**src/rtl/spi_hold_frontend.sv**
```systemverilog
module spi_hold_frontend #(
  parameter int W = 8
) (
  input  logic         clk,
  input  logic         rst_n,
  input  logic         sck_i,
  input  logic         mosi_i,
  input  logic         csn_i,
  input  logic         holdn_i,
  input  logic [W-1:0] tx_byte_i,
  output logic [W-1:0] rx_byte_o,
  output logic         rx_valid_o,
  output logic         tx_load_o,
  output logic         miso_o,
  output logic         miso_oe_o
);
  localparam int CW = $clog2(W);

  logic [1:0]    sck_sy, si_sy, cs_sy, hd_sy;
  logic          sck_s, si_s, cs_s, hd_s;
  logic          sck_q, cs_q, held, sor;
  logic [CW-1:0] bitcnt;
  logic [W-2:0]  shreg;
  logic [W-1:0]  txsh;
  logic          active, rise, fall, last, cs_fall;

  always_ff @(posedge clk or negedge rst_n)
    if (!rst_n) begin
      sck_sy <= 2'b00;
      si_sy  <= 2'b00;
      cs_sy  <= 2'b11;
      hd_sy  <= 2'b11;
    end else begin
      sck_sy <= {sck_sy[0], sck_i};
      si_sy  <= {si_sy[0], mosi_i};
      cs_sy  <= {cs_sy[0], csn_i};
      hd_sy  <= {hd_sy[0], holdn_i};
    end

  assign sck_s   = sck_sy[1];
  assign si_s    = si_sy[1];
  assign cs_s    = cs_sy[1];
  assign hd_s    = hd_sy[1];

  assign active  = !cs_s && !held;
  assign rise    = active && sck_s && !sck_q;
  assign fall    = active && !sck_s && sck_q;
  assign last    = bitcnt == CW'(W-1);
  assign cs_fall = cs_q && !cs_s;

  assign tx_load_o = cs_fall || (rise && last);
  assign miso_oe_o = active;
  assign miso_o    = active && sor;

  always_ff @(posedge clk or negedge rst_n)
    if (!rst_n) begin
      sck_q      <= 1'b0;
      cs_q       <= 1'b1;
      held       <= 1'b0;
      bitcnt     <= '0;
      shreg      <= '0;
      rx_byte_o  <= '0;
      rx_valid_o <= 1'b0;
    end else begin
      sck_q      <= sck_s;
      cs_q       <= cs_s;
      rx_valid_o <= 1'b0;
      if (cs_s) begin
        held   <= 1'b0;
        bitcnt <= '0;
        shreg  <= '0;
      end else begin
        if (!sck_s) held <= !hd_s;
        if (rise) begin
          if (last) begin
            rx_byte_o  <= {shreg, si_s};
            rx_valid_o <= 1'b1;
            shreg      <= '0;
            bitcnt     <= '0;
          end else begin
            shreg  <= {shreg[W-3:0], si_s};
            bitcnt <= bitcnt + 1'b1;
          end
        end
      end
    end

  always_ff @(posedge clk or negedge rst_n)
    if (!rst_n) begin
      txsh <= '0;
      sor  <= 1'b0;
    end else begin
      if (tx_load_o) txsh <= tx_byte_i;
      if (cs_fall)   sor  <= tx_byte_i[W-1];
      else if (fall) sor  <= txsh[CW'(W-1) - bitcnt];
    end
endmodule

```
**config.mk**
```make
export PLATFORM = sky130hd
export DESIGN_NAME = spi_hold_frontend
export DESIGN_NICKNAME = d
export VERILOG_FILES = /design/src/rtl/spi_hold_frontend.sv
export SDC_FILE = /design/constraint.sdc
export NUM_CORES = 1
export LEC_CHECK = 0
export CAP_MARGIN = 30
export CORE_AREA = 2 2 57 59
export CTS_BUF_LIST = sky130_fd_sc_hd__clkbuf_8
export DETAILED_ROUTE_END_ITERATION = 16
export DIE_AREA = 0 0 59 61
export GPL_TIMING_DRIVEN = 1
export HOLD_SLACK_MARGIN = 0.08
export PLACE_DENSITY_LB_ADDON = 0.15
export SYNTH_ARGS = -nofsm -noshare
export SYNTH_HDL_FRONTEND = slang
export SYNTH_SLANG_ARGS = --single-unit
```
**constraint.sdc**
```tcl
create_clock -name clk -period 2.3 [get_ports clk]
set_input_delay 0.345 -clock clk [delete_from_list [all_inputs] [get_ports clk]]
set_output_delay 0.345 -clock clk [all_outputs]
set_load 0.03 [all_outputs]
```
==> flow_summary.rst <==
.. list-table::
   :header-rows: 1

   * - Metric
     - Value
   * - Number of global-route vias before repair
     - 915
   * - Worst IR drop on VDD
     - 0.0003952 V
   * - Worst path depth
     - 3
   * - Cells after Synth
     - 96
   * - Sequential area share after synthesis
     - 0.6367
   * - Final core utilization
     - 0.6585
   * - Kind of path behind the tightest hold check
     - in -> async
   * - Delay of the slowest critical-path stage
     - 0.65 ns
   * - Vias
     - 881
   * - Worst endpoint required time
     - approximately 2.0 ns
   * - Largest fanout of any net on the critical path
     - 12
   * - CTS Root Buffer Type
     - sky130_fd_sc_hd__clkbuf_8
   * - Total number of clock tree sinks
     - 39
   * - Cell type of the slowest stage on the worst timing path
     - sky130_fd_sc_hd__dfstp_2
   * - Port Buf Inserts
     - 25
   * - TritonCTS clock tree
     - yes
   * - Number of design-rule violations left by the first detailed-router iteration
     - 6
   * - Net Count, Synth
     - 112
   * - DIE HEIGHT
     - 61 um
   * - Clock transition at the register clock pins on the worst setup and hold paths after CTS
     - 0.07 ns
   * - CTS hold repair buffers
     - 0
   * - Synth-to-layout area growth
     - 26.03%
   * - Time the worst path needs with I/O delays and setup
     - 2.148 ns
   * - Share of post-route cells with drive strength above 1
     - 0.3130
   * - Area fraction of the dominant cell type after synthesis
     - 0.5515
   * - Number of warnings reported in the yosys synthesis log
     - 0
   * - Relative max-transition margin
     - 0.4544
   * - GPL Wtd Cong
     - 0.7948
   * - Synthesized area per cell
     - roughly 16 um2
   * - Tightest Pin Transition
     - 0.8184 ns
   * - Buffers plus inverters on the worst setup path
     - 1
   * - Arrival @ worst endpoint
     - 1.80 ns
   * - Cell type contributing the most total cell area after synthesis
     - sky130_fd_sc_hd__dfrtp_1
   * - Setup CP Type
     - reg -> out
   * - Seq cells post-synth
     - 39
   * - Cell Area, Synth
     - 1543 um2
   * - First-pass GRT wire length
     - between 4 and 5 mm
   * - Post-route fraction of the period consumed by the critical path
     - 0.9341
   * - Number of hold-slack violations in the final timing report
     - 0
   * - Number of H-tree branching levels
     - 2
   * - Areal power density over the cells
     - 733.0 nW/um2
   * - Die footprint
     - 3599 um2
   * - Starting utilization of the core area
     - 0.5225
   * - Core area
     - 2953 um2
   * - TritonRoute pass-1 iters
     - 4
   * - Ordered cell list for the critical path
     - nor2_1 > and2_1 > clkdlybuf4s50_1
   * - Remaining number of nets flagged by the antenna check after routing
     - 0
   * - Net total in the final layout
     - 146
   * - Total of endpoints with negative setup slack in the final report
     - 0
   * - Highest achievable clock rate
     - 465.4 MHz
   * - Placed wire-length estimate after detailed placement
     - between 1.5 and 2 mm
   * - Final routed wirelength across all metal layers
     - 2.454 mm
   * - Cell count of the worst reg-to-reg path
     - 6
   * - Top-level I/O count
     - 26
   * - Outcome
     - complete, no violations
   * - Final-report max-slew violation count
     - 0
   * - Cell types occupying the most area after synthesis
     - sky130_fd_sc_hd__dfrtp_1 55%, sky130_fd_sc_hd__dfstp_2 8.5%, sky130_fd_sc_hd__mux2_4 7.8%
   * - X dimension of the die
     - roughly 59 um
   * - Post-synthesis cell type count
     - 23
   * - Max-cap viol count
     - 0
   * - Capturing element type of the critical path
     - output pin
   * - Num CTS Buffers
     - 5
   * - Sum of internal, switching and leakage power
     - 1.425 mW
   * - Unrepaired setup endpoints after global routing
     - no
   * - Worst skew pair latency
     - between 0.2 and 0.3 ns
   * - Top Family by Delay on Critical Path
     - flip-flops
   * - Residual DRC count
     - 0
   * - Setup Skew
     - 0.003895 ns
   * - Smallest hold slack
     - ~0.15 ns
   * - Pin count of the biggest net entering global routing
     - 40
   * - Critical path launch point type
     - flip-flop
   * - GRT Residual Overflow
     - 0
   * - Static Leakage
     - 0.9234 nW
   * - Total Neg Setup Slack
     - 0 ns
   * - Number of vias per cell after detailed routing
     - 5.372
   * - Number of placement rows
     - 20
   * - Initial antenna violation count
     - 0
   * - Max Root-Sink Buffers
     - 2
   * - Tot GR Track Use
     - 0.1654
   * - # diodes
     - 0
   * - Average wire per standard cell
     - between 10 and 15 um
[registers in the layout, summed over array words and instances (netlist names)]
name,flops
rx_byte_o,8
txsh,8
shreg,7
bitcnt,3
cs_sy,2
hd_sy,2
sck_sy,2
si_sy,2
cs_q,1
held,1
rx_valid_o,1
sck_q,1
sor,1
[cells by family (layout without fill, tap and decap cells)]
logic type	after synthesis	after routing	share of synthesized area
flip-flops	39	39	0.6367
adder cells (fa/ha/maj)	2	2	0.01622
AO/OA/AOI/OAI	11	11	0.05271
buffers and inverters	4	39	0.02027
AND/OR/NAND/NOR	18	18	0.08111
multiplexers	22	22	0.1930
[cell usage after synthesis]
library cell,count
sky130_fd_sc_hd__and4b_2,2
sky130_fd_sc_hd__nand3b_1,1
sky130_fd_sc_hd__or2_1,1
sky130_fd_sc_hd__a21oi_1,3
sky130_fd_sc_hd__mux2i_1,2
sky130_fd_sc_hd__a22o_1,7
sky130_fd_sc_hd__buf_2,1
sky130_fd_sc_hd__nor3b_2,1
sky130_fd_sc_hd__and2_1,1
sky130_fd_sc_hd__dfrtp_1,34
sky130_fd_sc_hd__nor2_1,8
sky130_fd_sc_hd__nand4_1,1
sky130_fd_sc_hd__and4b_1,1
sky130_fd_sc_hd__nor3b_4,1
sky130_fd_sc_hd__o21ai_0,1
sky130_fd_sc_hd__nand3_1,1
sky130_fd_sc_hd__buf_6,2
sky130_fd_sc_hd__dfstp_2,5
sky130_fd_sc_hd__mux4_2,2
sky130_fd_sc_hd__mux2_4,8
sky130_fd_sc_hd__ha_1,2
sky130_fd_sc_hd__mux2_2,10
sky130_fd_sc_hd__inv_1,1
[metal layers]
| metal | up-vias | global-route usage | part of all wire |
|---|---|---|---|
| li1 | 416 | - | - |
| met1 | 439 | 0.2145 | 0.46 |
| met2 | 20 | 0.2444 | 0.47 |
| met3 | 6 | 0.05330 | 0.051 |
| met4 | 0 | 0.09740 | 0.019 |
| met5 | - | 0 | 0 |
[layout make-up]
| cell class | instances | area, um2 |
|---|---|---|
| sequential | 39 | 982.2 |
| multi-input combinational | 53 | 529.3 |
| clock inverter | 3 | 37.54 |
| inverter | 1 | 3.754 |
| fill | 238 | 1008 |
| timing repair buffer | 30 | 281.5 |
| tap | 33 | 41.29 |
| clock buffer | 5 | 68.82 |
[what timing repair did]
action	4_1_cts	5_1_grt
resized for setup	1	0
endpoints found under the setup margin	1	0
buffers inserted	0	0
[per-stage QoR]
| stage | setup slack, ns | area [um2] | cells |
|---|---|---|---|
| 2_1_floorplan | 0.3792 | 1543 | 96 |
| 3_3_place_gp | 0.2680 | 1839 | 156 |
| 3_5_place_dp | 0.2461 | 1839 | 156 |
| 4_1_cts | 0.1365 | 1944 | 164 |
| 5_1_grt | 0.07784 | 1944 | 164 |
| 6_report | 0.1515 | 1944 | 164 |
[worst paths after layout]
check | startpoint | slack [ns] | endpoint
min in group clk | sck_sy[0] | 0.35 | sck_sy[1]
max reg2reg | bitcnt[0] | 0.60 | txsh[7]
max in group asynchronous | rst_n | 1.64 | bitcnt[2]
min reg2reg | sck_sy[0] | 0.35 | sck_sy[1]
max | cs_sy[1] | 0.15 | miso_o
min | rst_n | 0.15 | txsh[5]
[power breakdown]
group,total (mW),internal (mW),switching [mW]
logic,0.135,0.0815,0.0534
clock network,0.540,0.315,0.225
registers,0.750,0.726,0.0247
[placed cells by master, fill, tap and decap left out, types with 2 or more instances in the layout]
cell type	count
sky130_fd_sc_hd__clkdlybuf4s50_1	23
sky130_fd_sc_hd__nor2_1	8
sky130_fd_sc_hd__and4b_2	2
sky130_fd_sc_hd__a21oi_1	3
sky130_fd_sc_hd__dfstp_2	5
sky130_fd_sc_hd__ha_1	2
sky130_fd_sc_hd__a22o_1	7
sky130_fd_sc_hd__mux2i_1	2
sky130_fd_sc_hd__clkbuf_8	5
sky130_fd_sc_hd__buf_4	5
sky130_fd_sc_hd__mux4_2	2
sky130_fd_sc_hd__mux2_2	10
sky130_fd_sc_hd__inv_1	3
sky130_fd_sc_hd__dfrtp_1	34
sky130_fd_sc_hd__mux2_4	8
Note: power is estimated with default switching activity, not from simulation.
